**config.mk**
```make
export PLATFORM = sky130hd
export DESIGN_NAME = spi_target_fe
export DESIGN_NICKNAME = d
export VERILOG_FILES = /design/src/rtl/spi_fe_pkg.sv /design/src/rtl/spi_pin_sync.sv /design/src/rtl/spi_hold_ctrl.sv /design/src/rtl/spi_rx_shift.sv /design/src/rtl/spi_tx_shift.sv /design/src/rtl/spi_target_fe.sv
export SDC_FILE = /design/constraint.sdc
export NUM_CORES = 1
export LEC_CHECK = 0
export CORE_ASPECT_RATIO = 0.6
export CORE_MARGIN = 2
export CORE_UTILIZATION = 40
export DETAILED_ROUTE_END_ITERATION = 8
export SLEW_MARGIN = 20
export SYNTH_ARGS = -nofsm -noshare
export SYNTH_HDL_FRONTEND = slang
export SYNTH_HIERARCHICAL = 1
export SYNTH_SLANG_ARGS = --single-unit
export TNS_END_PERCENT = 1
```
**constraint.sdc**
```tcl
create_clock -name clk -period 1.2 [get_ports clk]
set_input_delay 0.24 -clock clk [delete_from_list [all_inputs] [get_ports clk]]
set_output_delay 0.24 -clock clk [all_outputs]
set_load 0.03 [all_outputs]
```
**src/rtl/spi_fe_pkg.sv**
```systemverilog
// Package: shared types for the serial target front-end.
// Assumes: pin event record is produced once per system clock cycle.
package spi_fe_pkg;

    // Index of each serial pin inside the synchroniser vector
    localparam int unsigned PIN_CS   = 0;
    localparam int unsigned PIN_SCK  = 1;
    localparam int unsigned PIN_MOSI = 2;
    localparam int unsigned PIN_HOLD = 3;
    localparam int unsigned PIN_CNT  = 4;

    // Synchronised pin levels and single-cycle edge events
    typedef struct packed {
        logic cs_act;    // chip-select asserted (cs_n low)
        logic sck_lvl;   // serial clock level
        logic mosi_lvl;  // serial data level
        logic hold_act;  // pause requested (hold_n low)
        logic sck_rise;  // serial clock went high this cycle
        logic sck_fall;  // serial clock went low this cycle
        logic cs_fall;   // selection began this cycle
        logic cs_rise;   // selection ended this cycle
    } pin_evt_t;

endpackage

```
**src/rtl/spi_pin_sync.sv**
```systemverilog
// Module: spi_pin_sync
// Brings the four asynchronous serial pins into the clk domain through
// SYNC_STAGES flops each and derives single-cycle edge events for the
// serial clock and chip-select.
// Assumes: SYNC_STAGES >= 2 and each serial clock phase lasts at least
// two clk cycles.
module spi_pin_sync
    import spi_fe_pkg::*;
#(
    parameter int unsigned SYNC_STAGES = 2
) (
    input  logic     clk,
    input  logic     rst_n,
    input  logic     cs_n,
    input  logic     sck,
    input  logic     mosi,
    input  logic     hold_n,
    output pin_evt_t evt
);

    // Reset levels: deselected, not paused
    localparam logic [PIN_CNT-1:0] RST_VAL = 4'b1001;

    logic [PIN_CNT-1:0] raw;
    logic [PIN_CNT-1:0] lvl;
    logic               sck_q;
    logic               cs_q;

    assign raw[PIN_CS]   = cs_n;
    assign raw[PIN_SCK]  = sck;
    assign raw[PIN_MOSI] = mosi;
    assign raw[PIN_HOLD] = hold_n;

    for (genvar g = 0; g < PIN_CNT; g++) begin : g_sync
        logic [SYNC_STAGES-1:0] chain;

        // Shift the raw pin level through the synchroniser chain
        always_ff @(posedge clk) begin
            if (!rst_n) begin
                chain <= {SYNC_STAGES{RST_VAL[g]}};
            end else begin
                chain <= {chain[SYNC_STAGES-2:0], raw[g]};
            end
        end

        assign lvl[g] = chain[SYNC_STAGES-1];
    end

    // Keep the previous synchronised levels for edge detection
    always_ff @(posedge clk) begin
        if (!rst_n) begin
            sck_q <= 1'b0;
            cs_q  <= 1'b1;
        end else begin
            sck_q <= lvl[PIN_SCK];
            cs_q  <= lvl[PIN_CS];
        end
    end

    // Pack levels and edges into the event record
    always_comb begin
        evt.cs_act   = ~lvl[PIN_CS];
        evt.sck_lvl  = lvl[PIN_SCK];
        evt.mosi_lvl = lvl[PIN_MOSI];
        evt.hold_act = ~lvl[PIN_HOLD];
        evt.sck_rise = lvl[PIN_SCK] & ~sck_q;
        evt.sck_fall = ~lvl[PIN_SCK] & sck_q;
        evt.cs_fall  = ~lvl[PIN_CS] & cs_q;
        evt.cs_rise  = lvl[PIN_CS] & ~cs_q;
    end

endmodule

```
**src/rtl/spi_hold_ctrl.sv**
```systemverilog
// Module: spi_hold_ctrl
// Tracks the pause state. The pause request is only sampled while the
// serial clock is low, so a request made during the high phase takes
// effect at the next low level. Deselection clears the pause.
// Assumes: inputs come from spi_pin_sync.
module spi_hold_ctrl (
    input  logic clk,
    input  logic rst_n,
    input  logic cs_act,
    input  logic sck_lvl,
    input  logic hold_act,
    output logic paused
);

    // Follow the pause request during clock-low phases of a selection
    always_ff @(posedge clk) begin
        if (!rst_n) begin
            paused <= 1'b0;
        end else if (!cs_act) begin
            paused <= 1'b0;
        end else if (!sck_lvl) begin
            paused <= hold_act;
        end
    end

endmodule

```
**src/rtl/spi_rx_shift.sv**
```systemverilog
// Module: spi_rx_shift
// Assembles serial input bits, MSB first, on unpaused rising clock
// edges. Emits a byte strobe with an opcode flag, a start pulse on
// selection and an abort pulse when deselection interrupts a pause or
// a partial byte.
// Assumes: edge events are single-cycle pulses from spi_pin_sync.
module spi_rx_shift #(
    parameter int unsigned BYTE_W = 8
) (
    input  logic              clk,
    input  logic              rst_n,
    input  logic              cs_act,
    input  logic              cs_fall,
    input  logic              cs_rise,
    input  logic              sck_rise,
    input  logic              mosi_lvl,
    input  logic              paused,
    output logic [BYTE_W-1:0] rx_byte,
    output logic              rx_valid,
    output logic              rx_first,
    output logic              xfer_start,
    output logic              xfer_abort
);

    localparam int unsigned CNT_W = $clog2(BYTE_W);
    localparam logic [CNT_W-1:0] LAST_BIT = CNT_W'(BYTE_W - 1);

    logic [CNT_W-1:0]  bit_cnt;
    logic [BYTE_W-1:0] shreg;
    logic              first_pend;
    logic              rise_ok;
    logic [BYTE_W-1:0] shreg_nxt;

    assign rise_ok   = sck_rise & cs_act & ~paused;
    assign shreg_nxt = {shreg[BYTE_W-2:0], mosi_lvl};

    // Transaction start and abort pulses
    always_ff @(posedge clk) begin
        if (!rst_n) begin
            xfer_start <= 1'b0;
            xfer_abort <= 1'b0;
        end else begin
            xfer_start <= cs_fall;
            xfer_abort <= cs_rise & (paused | (bit_cnt != '0));
        end
    end

    // Bit position and opcode tracking across a selection
    always_ff @(posedge clk) begin
        if (!rst_n) begin
            bit_cnt    <= '0;
            first_pend <= 1'b0;
        end else if (!cs_act) begin
            bit_cnt    <= '0;
            first_pend <= 1'b0;
        end else if (cs_fall) begin
            bit_cnt    <= '0;
            first_pend <= 1'b1;
        end else if (rise_ok) begin
            if (bit_cnt == LAST_BIT) begin
                bit_cnt    <= '0;
                first_pend <= 1'b0;
            end else begin
                bit_cnt <= bit_cnt + 1'b1;
            end
        end
    end

    // Shift register and completed-byte output
    always_ff @(posedge clk) begin
        if (!rst_n) begin
            shreg    <= '0;
            rx_byte  <= '0;
            rx_valid <= 1'b0;
            rx_first <= 1'b0;
        end else begin
            rx_valid <= 1'b0;
            rx_first <= 1'b0;
            if (rise_ok) begin
                shreg <= shreg_nxt;
                if (bit_cnt == LAST_BIT) begin
                    rx_byte  <= shreg_nxt;
                    rx_valid <= 1'b1;
                    rx_first <= first_pend;
                end
            end
        end
    end

endmodule

```
**src/rtl/spi_tx_shift.sv**
```systemverilog
// Module: spi_tx_shift
// Holds the controller's reply byte and shifts it out MSB first on
// unpaused falling clock edges. A new byte is loaded on the first
// falling edge after a byte boundary; without a fresh load the held
// byte is sent again.
// Assumes: byte_end is the receive strobe, one pulse per byte.
module spi_tx_shift #(
    parameter int unsigned BYTE_W = 8
) (
    input  logic              clk,
    input  logic              rst_n,
    input  logic              cs_act,
    input  logic              paused,
    input  logic              sck_fall,
    input  logic              byte_end,
    input  logic [BYTE_W-1:0] tx_data,
    input  logic              tx_load,
    input  logic              tx_req,
    output logic              miso,
    output logic              miso_oe,
    output logic              tx_taken
);

    logic [BYTE_W-1:0] hold_reg;
    logic [BYTE_W-1:0] shreg;
    logic [BYTE_W-1:0] next_reply;
    logic              boundary;
    logic              active;
    logic              fall_ok;

    assign fall_ok    = sck_fall & cs_act & ~paused;
    assign next_reply = tx_load ? tx_data : hold_reg;

    // Reply holding register written by the controller
    always_ff @(posedge clk) begin
        if (!rst_n) begin
            hold_reg <= '0;
        end else if (tx_load) begin
            hold_reg <= tx_data;
        end
    end

    // Remember that a byte completed and a load is due
    always_ff @(posedge clk) begin
        if (!rst_n) begin
            boundary <= 1'b0;
        end else if (!cs_act) begin
            boundary <= 1'b0;
        end else if (byte_end) begin
            boundary <= 1'b1;
        end else if (fall_ok) begin
            boundary <= 1'b0;
        end
    end

    // Load or shift the reply on falling clock edges
    always_ff @(posedge clk) begin
        if (!rst_n) begin
            shreg    <= '0;
            active   <= 1'b0;
            tx_taken <= 1'b0;
        end else begin
            tx_taken <= 1'b0;
            if (!cs_act) begin
                active <= 1'b0;
            end else if (fall_ok) begin
                if (boundary) begin
                    active <= tx_req;
                    if (tx_req) begin
                        shreg    <= next_reply;
                        tx_taken <= 1'b1;
                    end
                end else if (active) begin
                    shreg <= {shreg[BYTE_W-2:0], 1'b0};
                end
            end
        end
    end

    assign miso    = shreg[BYTE_W-1];
    assign miso_oe = active & cs_act & ~paused;

endmodule

```
**src/rtl/spi_target_fe.sv**
```systemverilog
// Module: spi_target_fe (top)
// Serial target front-end: synchronises the pins, applies the
// clock-qualified pause, assembles received bytes and serialises reply
// bytes. Command meaning is left to the downstream controller.
// Assumes: clk is at least four times the serial clock rate.
module spi_target_fe
    import spi_fe_pkg::*;
#(
    parameter int unsigned BYTE_W      = 8,
    parameter int unsigned SYNC_STAGES = 2
) (
    input  logic              clk,
    input  logic              rst_n,
    input  logic              cs_n,
    input  logic              sck,
    input  logic              mosi,
    input  logic              hold_n,
    input  logic [BYTE_W-1:0] tx_data,
    input  logic              tx_load,
    input  logic              tx_req,
    output logic              miso,
    output logic              miso_oe,
    output logic [BYTE_W-1:0] rx_byte,
    output logic              rx_valid,
    output logic              rx_first,
    output logic              xfer_start,
    output logic              xfer_abort,
    output logic              tx_taken
);

    pin_evt_t evt;
    logic     cs_act;
    logic     sck_lvl;
    logic     paused;

    assign cs_act  = evt.cs_act;
    assign sck_lvl = evt.sck_lvl;

    spi_pin_sync #(
        .SYNC_STAGES(SYNC_STAGES)
    ) u_sync (
        .clk    (clk),
        .rst_n  (rst_n),
        .cs_n   (cs_n),
        .sck    (sck),
        .mosi   (mosi),
        .hold_n (hold_n),
        .evt    (evt)
    );

    spi_hold_ctrl u_hold (
        .clk      (clk),
        .rst_n    (rst_n),
        .cs_act   (cs_act),
        .sck_lvl  (sck_lvl),
        .hold_act (evt.hold_act),
        .paused   (paused)
    );

    spi_rx_shift #(
        .BYTE_W(BYTE_W)
    ) u_rx (
        .clk        (clk),
        .rst_n      (rst_n),
        .cs_act     (cs_act),
        .cs_fall    (evt.cs_fall),
        .cs_rise    (evt.cs_rise),
        .sck_rise   (evt.sck_rise),
        .mosi_lvl   (evt.mosi_lvl),
        .paused     (paused),
        .rx_byte    (rx_byte),
        .rx_valid   (rx_valid),
        .rx_first   (rx_first),
        .xfer_start (xfer_start),
        .xfer_abort (xfer_abort)
    );

    spi_tx_shift #(
        .BYTE_W(BYTE_W)
    ) u_tx (
        .clk      (clk),
        .rst_n    (rst_n),
        .cs_act   (cs_act),
        .paused   (paused),
        .sck_fall (evt.sck_fall),
        .byte_end (rx_valid),
        .tx_data  (tx_data),
        .tx_load  (tx_load),
        .tx_req   (tx_req),
        .miso     (miso),
        .miso_oe  (miso_oe),
        .tx_taken (tx_taken)
    );

endmodule

```
# After elaboration in Yosys (flattened, before gate mapping)
# Index checks and enable logic that the tools add are counted.
# totals
input_bits	16
register_bits	53
# classes
mux	12
addsub	1
n_bitwise	21
n_eq_ne	2
n_reduce_logical	14
# ops
op	n
2-to-1 mux 8 bit	4
bitwise AND 1 bit	11
inverter 1 bit	9
AND reduction 2 bit	4
nonzero test 2 bit	4
2-to-1 mux 1 bit	7
AND reduction 4 bit	1
OR reduction 4 bit	1
adder 3 x 1 -> 3 bit (second input constant)	1
== test 3 bit (second input constant)	1
2-to-1 mux 3 bit	1
AND reduction 3 bit	1
nonzero test 3 bit	1
OR reduction 3 bit	1
inequality test 2 bit (second input constant)	1
OR reduction 2 bit	1
OR 1 bit	1

# Longest topological paths before layout
# Gate-level depths: netlist of run 1.
# logic_depth
depth_word	6
ltp_mapped	6
mapped_depth_nobuf	5

# By module
# The synthesis of run 1 kept the hierarchy.
# by_module_without_submodules
module	cells_per_inst	area_each_um2	n_inst	seq_area_each_um2
spi_rx_shift	90	929.6	1	460.4
spi_tx_shift	82	842.1	1	380.4
spi_pin_sync	28	310.3	1	200.2
spi_hold_ctrl	4	37.5	1	20.0

# Least setup slack after synthesis of run 1
# OpenSTA, ideal clock, no wires.
# synth_timing
kind	reg-to-reg
start	reg u_rx.bit_cnt[0]
end	reg u_rx.rx_first
path_slack_ps	-77
arrival_ps	1161
n_path_buf	1
synth_period_minus_slack_ps	1277
path_stages_with_launch	6
required_ps	1084
cell_sequence	dfxtp_1 -> ha_1 -> ha_1 -> and4b_1 -> buf_4 -> and3_1
# synth_between
elab_chain_len	2
# synth_rtl
item	line	rtl
start, declared	spi_rx_shift.sv:28	logic [CNT_W-1:0] bit_cnt;
start signal, assigned	spi_rx_shift.sv:64	bit_cnt <= bit_cnt + 1'b1;
== test 3 bit	spi_rx_shift.sv:81	if (bit_cnt == LAST_BIT) begin
AND reduction 3 bit (no source line)	--	
end signal, assigned	spi_rx_shift.sv:84	rx_first <= first_pend;
end, declared	spi_rx_shift.sv:20	output logic rx_first,
# No other way between the ends.
# A chain may end at the register's enable or synchronous reset.

==> impl_results.md, run 1 <==
- CP startpoint kind: flip-flop
- Most instantiated cells after synthesis: dfxtp_1 (53), nand2_1 (26), mux2i_1 (18), nor2b_1 (15), and2_1 (14)
- # DRC: 0
- Peak Freq: between 700 and 800 MHz
- Nets: about 280
- Clock Path Buffers: 2
- Clk_lat worst skew: around 300 ps
- TritonRoute pass-1 iters: 4
- Remaining antenna violation count: 0
- Pwr per Cell Area: around 1200 nW/um^2
- I/O pin count: 31
- Starting density of the core: 0.4172
- Yosys top cell area share: 0.5006
- Setup CP Type: flip-flop to primary output
- WHS: 418.1 ps
- Post-Route M1 WL: 2450 um
- CTS tree: done
- Global-route wire length before repair: 6699 um
- Tot GR Track Use: 0.1477
- Leakage: 1.152 nW
- DIE WIDTH: a little under 100 um
- PortBufs: 30
- Synth Register Bits: between 50 and 60
- GRT overflow: 0
- Setup WS post-layout: -136.8 ps
- R2r endpoint: u_tx/shreg[5]
- # placed instances: around 310
- N_diodes: 0
- Die span in y: 60.39 um
- Period utilisation layout: 1.114
- Final Max Slew Viols: 0
- Cells after Synth: 204
- Reg-to-Reg Start: u_sync/sck_q
- Synth Flop Type: dfxtp_1
- FFs w/ async S/R, synth: 0
- Largest net degree at the start of global routing: 17
- DRT Wirelength: 4097 um
- Clock period minus worst slack: 1337 ps
- Synth area leaders: dfxtp_1 (50%), mux2i_1 (8.5%), nand2_1 (4.6%)
- CP endpoint kind: primary output
- Final Setup Violations: 14
- Layout Cells excl Fill: between 300 and 400
- Clock transition at path regs: 90 ps
- Worst hold endpoint: u_sync/g_sync[3].chain[1]
- Mapped Avg Cell Area: 10.39 um^2
- Slowest cell on crit path: dfxtp_2
- Synth Cell Area: 2120 um^2
- Status: finished, violations left
- Most common cell in the netlist: dfxtp_1
- Clk root buf: clkbuf_8
- Violated checks: setup timing
- Worst path buffer plus inverter count: 3
- CP Data Required Time: 960 ps
- Placer congestion estimate: 0.7342
- DR WL met2: 1438 um
- Row count: 20
- Hold Startpoint: u_sync/g_sync[3].chain[0]
- Initial antenna violation count: 0
- Wirelength per Cell: 12.65 um
- Worst Path Max Fanout: 2
- H-tree depth: 2
- CTS Buf Count: 5
- Synth area leader: dfxtp_1
- Vias in the first global route: 1,347
- Critical Path AT: 1100 ps
- Full die area: ~6000 um^2
- CTS sink cnt: 53
- CP max stage delay: 340 ps
- Post-DP HPWL: 2924 um
- Vias per cell: 4.525
- Critical path's most frequent cell: buf_6
- Synth warn: 6
- Max Cap Viol: 0
- Maximum VDD drop: between 0.0005 and 0.0006 V
- EDFF count, synth: 0
- Hold Vio Cnt, Final: 0
- Rel. slew slack: 0.8662
- Hold Path Depth: 1
- P&R area growth vs syn: 32.23%
- RSZ-0062 raised after global routing: yes
- Highest routed metal layer: met4
- Clock Skew: 5.857 ps
- Hold Crit Class: flip-flop to flip-flop
- Core Area: approximately 5000 um^2
- Worst slew pin tran: 199.9 ps
- Starting DRC count in detailed routing: 49
- Sequential-to-total area share from yosys stat: 0.5006
- Total number of vias: roughly 1.5k
- Crit path cell chain: inv_2 > buf_6 > and3b_1 > buf_6
- Cell variety after synth: 36
- Met3 Routed Length: 175 um
- CP top delay family: flip-flops
- Post-synth net total: between 200 and 250
- Worst r2r path cells: 4
- Proportion of layout cells with a drive suffix above 1: 0.3140
- Worst R2R Setup Slack: -50 ps
[worst max path at each step]
stage | from | to | slack, ps | cells past startpoint
after global routing | u_sync/g_sync[0].chain[1] | miso_oe | -190 | 4
final | u_sync/g_sync[0].chain[1] | miso_oe | -140 | 4
after detailed placement | tx_load | u_tx/shreg[0] | -410 | 5
after CTS | u_sync/g_sync[0].chain[1] | miso_oe | -150 | 4
after global placement | tx_load | u_tx/shreg[0] | -380 | 5
after floorplan | u_rx/bit_cnt[1] | u_rx/rx_first | -2 | 5
[power by group]
part / internal, W / total [W] / leakage (nW) / switching, W
clock network: 0.000681 / 0.00125 / 0.0585 / 0.000566
logic: 0.000133 / 0.000212 / 0.660 / 0.0000783
registers: 0.00179 / 0.00180 / 0.433 / 0.0000101
total: 0.00260 / 0.00326 / 1.15 / 0.000654
[stage by stage]
step                      setup TNS (ps)  power [W]    util  cell area, um^2  worst slack [ps]
after floorplan                   -1.988   0.001932       -             2151            -1.988
after global placement             -8897   0.002042  0.5150             2616            -380.1
after detailed placement           -9330   0.002044  0.5150             2616            -409.2
after CTS                         -580.3   0.003290  0.5490             2789            -152.6
after global routing               -2247   0.003380  0.5517             2803            -189.1
final                             -519.6   0.003256  0.5517             2803            -136.8
[layout by cell type, fill, tap and decap left out, types with 4 or more instances in the layout]
cell,synthesis,routed
a21oi_1,4,4
mux2_2,4,4
a21boi_2,6,6
nor2b_1,15,13
nor2_1,10,10
clkdlybuf4s50_1,0,14
buf_6,2,6
o22ai_1,4,4
and2_1,14,14
dfxtp_2,0,5
nand2b_1,5,5
nand2_1,26,26
clkbuf_8,0,6
inv_1,6,5
buf_4,4,35
mux2i_1,18,18
dfxtp_1,53,47
[repair_timing]
| action | CTS | global route |
|---|---|---|
| setup buffers | 2 | 0 |
| setup endpoints to repair | 31 | 31 |
| pin swaps | 3 | 1 |
| hold buffers | 0 | 0 |
| resized for setup | 16 | 3 |
[routing by layer]
metal,global-route usage,vias to the layer above
met4,0.04762,0
met3,0.04378,4
met5,0,-
li1,-,779
met2,0.1849,23
met1,0.2347,660
[cell type report]
cell class	instances	area, um^2
clock buffers	7	86.33
clock inverters	1	30.03
fillers	460	2277
inverters	6	22.52
multi-input cells	134	1011
flip-flops and latches	53	1071
well taps	66	82.58
repair buffers	57	499.2
[logic make-up after synthesis]
kind of cell | after synthesis | synth area share
AND/OR/NAND/NOR | 84 | 0.2237
flip-flops | 53 | 0.5006
AO/OA/AOI/OAI | 23 | 0.09386
multiplexers | 23 | 0.1133
buffers and inverters | 17 | 0.04663
adder cells (fa/ha/maj) | 3 | 0.01771
XOR/XNOR | 1 | 0.004133
[worst register-to-register path, cell delays in order (launching register included)]
cell     delay [ps]
dfxtp_2         360
nor2b_2         150
and3b_2         250
nand3_4         140
o32ai_2         270
(Power assumes the default switching activity.)
==> inputs of run 2 (changes only) <==
--- a/config.mk
+++ b/config.mk
@@ -12,6 +12,5 @@
 export SLEW_MARGIN = 20
 export SYNTH_ARGS = -nofsm -noshare
 export SYNTH_HDL_FRONTEND = slang
-export SYNTH_HIERARCHICAL = 1
 export SYNTH_SLANG_ARGS = --single-unit
 export TNS_END_PERCENT = 1
==> impl_results.md, run 2 <==
- Hold Buf Count CTS: 0 (unchanged)
- CTS sink cnt: 53 (unchanged)
- Vias in the first global route: 1,430 (+6.2%)
- Clock share of power: 0.342 (-0.041)
- Clock period minus worst slack: 1646 ps (+309.1 ps)
- Setup WS post-layout: -445.8 ps (-309.1 ps)
- Yosys top cell area share: 0.5446 (+0.04405)
- RSZ-0062 raised after global routing: yes
- P&R area growth vs syn: 34.36%
- Register share of total power: 0.601 (+0.049)
- Synth Cell Area: 1948 um^2 (-8.1%)
- Psw: 0.0006482 W (-0.91%)
- Critical Path AT: 1870 ps (+770 ps)
- Synth area leaders: dfxtp_1 (54%), a21oi_1 (4.9%), nand2_1 (4.6%)
- Hold Vio Cnt, Final: 0 (unchanged)
- Worst hold endpoint: u_sync.g_sync[3].chain[1]
- # placed instances: 318 (+1.3%)
- Wirelength per Cell: 11.89 um (-6.0%)
- Synth area leader: dfxtp_1
- Hold Crit Class: flip-flop to flip-flop
- FFs w/ async S/R, synth: 0 (unchanged)
- Post-synth net total: 230 (+3.1%)
- Rel. slew slack: 0.8293 (-0.03689)
- Proportion of layout cells with a drive suffix above 1: 0.2672 (-0.04678)
- Final Setup Violations: 33 (+19)
- Final core utilization: 0.5646 (+0.01292)
- Launch point of the worst path: u_sync.g_sync[1].chain[1]
- TritonRoute pass-1 iters: 4 (unchanged)
- DIE WIDTH: 94.10 um (-4.0%)
- CP startpoint kind: flip-flop
- H-tree depth: 2 (unchanged)
- Final Max Slew Viols: 0 (unchanged)
- Tot GR Track Use: 0.1536 (+0.005833)
- Sequential-to-total area share from yosys stat: 0.5446 (+0.04405)
- Placer congestion estimate: 0.7295 (-0.64%)
- Starting density of the core: 0.4202 (+0.003001)
- Hold Startpoint: u_sync.g_sync[3].chain[0]
- Mapped Avg Cell Area: 9.233 um^2 (-11%)
- Initial antenna violation count: 0 (unchanged)
- Most common cell after layout, fill and taps aside: dfxtp_1
- Max Cap Viol: 0 (unchanged)
- Cell variety after synth: 24 (-33%)
- Area of the multi-input gates: 873.3 um^2 (-14%)
- Starting DRC count in detailed routing: 60 (+22%)
- CP endpoint kind: flip-flop
- Most instantiated cells after synthesis: dfxtp_1 (53), nand2_1 (24), a21oi_1 (19), nor2_1 (19), and2_1 (14)
- Internal power: 0.002349 W (-9.7%)
- CTS tree: done
- Worst slew pin tran: 252.4 ps (+52.52 ps)
- EDFF count, synth: 0 (unchanged)
- GRT overflow: 0 (unchanged)
- Die span in y: 58.06 um (-3.9%)
- # DRC: 0 (unchanged)
- Fill cells: 444 (-3.5%)
- Nets: 281 (+1.8%)
- Synth Register Bits: 53 (unchanged)
- PortBufs: 30 (unchanged)
- Clock transition at path regs: 90 ps (about the same)
- Logic pwr share: 0.057 (-0.008)
- Clk_lat worst skew: 310 ps (about the same)
- Setup CP Type: flip-flop to flip-flop
- Setup bufs post-CTS: 0 (-2)
- Pwr per Cell Area: 1145 nW/um^2 (-1.4%)
- Commonest cells after routing, fill and taps aside: dfxtp_1 (50), buf_4 (40), nand2_1 (24)
- Clock Path Buffers: 2 (unchanged)
- Maximum VDD drop: 0.0007209 V (+34%)
- Clk root buf: clkbuf_8
- Core Area: 4636 um^2 (-8.7%)
- Status: finished, violations left
- Clock Skew: 8.953 ps (+3.096 ps)
- Peak Freq: 607.6 MHz (-19%)
- Worst r2r path cells: 3 (-1)
- Sw Share: 0.2163 (+0.01539)
- CP Data Required Time: 1420 ps (+460 ps)
- Violated checks: setup timing
- R2r endpoint: u_tx.shreg[7]
- Layout Cells excl Fill: 325 (+0.31%)
- DRT Wirelength: 3865 um (-5.7%)
- CTS Buf Count: 5 (unchanged)
- Period utilisation layout: 1.372 (+0.2576)
- Total number of vias: 1,545 (+5.4%)
- Most common cell in the netlist: dfxtp_1
- Row count: 19 (-5.0%)
- Worst Path Max Fanout: 7 (+5)
- Worst R2R Setup Slack: -450 ps (-400 ps)
- Vias per cell: 4.754 (+5.1%)
- Synth warn: 0 (-6)
- Global-route wire length before repair: 6534 um (-2.5%)
- Largest net degree at the start of global routing: 23 (+6)
- FF/Latch Area: 1065 um^2 (-0.58%)
- I/O pin count: 31 (unchanged)
- N_diodes: 0 (unchanged)
- Cells after Synth: 211 (+3.4%)
- Synth Flop Type: dfxtp_1
- Full die area: 5463 um^2 (-7.7%)
- Hold Path Depth: 1 (unchanged)
- Reg-to-Reg Start: u_sync.g_sync[1].chain[1]
- Remaining antenna violation count: 0 (unchanged)
- Post-DP HPWL: 2674 um (-8.5%)
- Leakage: 0.9959 nW (-14%)
## run 2: cell types whose count changed in the layout (fill, tap and decap cells not counted), sizes merged, moves of 3 or more
cell    delta
nor2       +9
o32ai      +4
nand2      -3
a21oi     +15
nor2b     -15
o21ai     +10
nand3      +7
nor3       +3
a21boi     -9
o22ai      -4
mux2i     -10
## run 2: through the flow
stage          hold WS, ps  setup slack, ps  setup TNS, ps  cell area, um^2  total power, W
6_report             410.0           -445.8          -9218             2618        0.002997
5_1_grt              452.0           -496.3         -11060             2618        0.003131
4_1_cts              413.7           -442.3          -9410             2594        0.003032
3_5_place_dp         392.5           -533.3         -13250             2449        0.002009
3_3_place_gp         391.1           -455.0         -12750             2449        0.002007
2_1_floorplan        313.0           -441.9         -10040             1964        0.001916
## run 2: area by class of cell
class / instances / share of cell area
flip-flops and latches: 53 / 0.4068
clock buffers: 6 / 0.03155
multi-input cells: 137 / 0.3337
well taps: 63 / 0.03011
inverters: 7 / 0.01004
clock inverters: 1 / 0.002868
repair buffers: 58 / 0.1850
## run 2: logic make-up (layout without fill, tap and decap cells)
logic type | Yosys count | after routing | share of synthesized area
compound gates | 39 | 39 | 0.1162
fa+ha+maj | 3 | 3 | 0.01927
buf+inv | 21 | 72 | 0.04111
flops | 53 | 53 | 0.5446
mux | 12 | 12 | 0.06423
simple gates | 83 | 83 | 0.2145
## run 2: worst max-delay path by stage
stage	end	cells after the start
floorplan	u_tx.shreg[1]	4
global placement	u_tx.shreg[5]	3
detailed placement	u_tx.shreg[1]	3
CTS	u_tx.shreg[7]	3
global route	u_tx.shreg[7]	3
finish	u_tx.shreg[7]	3
## run 2: routing by layer
metal | part of all wire | global-route usage | vias to the layer above
met3 | 0.050 | 0.04291 | 7
met2 | 0.41 | 0.2214 | 33
li1 | - | - | 812
met5 | 0 | 0 | -
met1 | 0.53 | 0.2227 | 693
met4 | 0.012 | 0.04969 | 0
## run 2: what timing repair did
item / in CTS / in global routing
gates resized for setup: 11 / 9
endpoints found under the setup margin: 33 / 37
pin swaps: 1 / 0
## run 2: power groups by stage
stage,clock network [W],logic (W),registers [W]
6_report,0.00102,0.000172,0.00180
5_1_grt,0.00114,0.000189,0.00180
4_1_cts,0.00106,0.000171,0.00180
3_3_place_gp,0,0.000166,0.00184
2_1_floorplan,0,0.0000734,0.00184
3_5_place_dp,0,0.000167,0.00184
## run 2: worst max-delay path: stages, from the launching register on
cell,delay [ps]
dfxtp_2,350
or4b_4,530
or3_4,440
o32ai_1,240
==> inputs of run 3 (changes only) <==
--- a/config.mk
+++ b/config.mk
@@ -9,6 +9,7 @@
 export CORE_MARGIN = 2
 export CORE_UTILIZATION = 40
 export DETAILED_ROUTE_END_ITERATION = 8
+export GPL_ROUTABILITY_DRIVEN = 0
 export SLEW_MARGIN = 20
 export SYNTH_ARGS = -nofsm -noshare
 export SYNTH_HDL_FRONTEND = slang
==> results of run 3 <==
Final layout, timing and power as in run 2 (identical DEF).
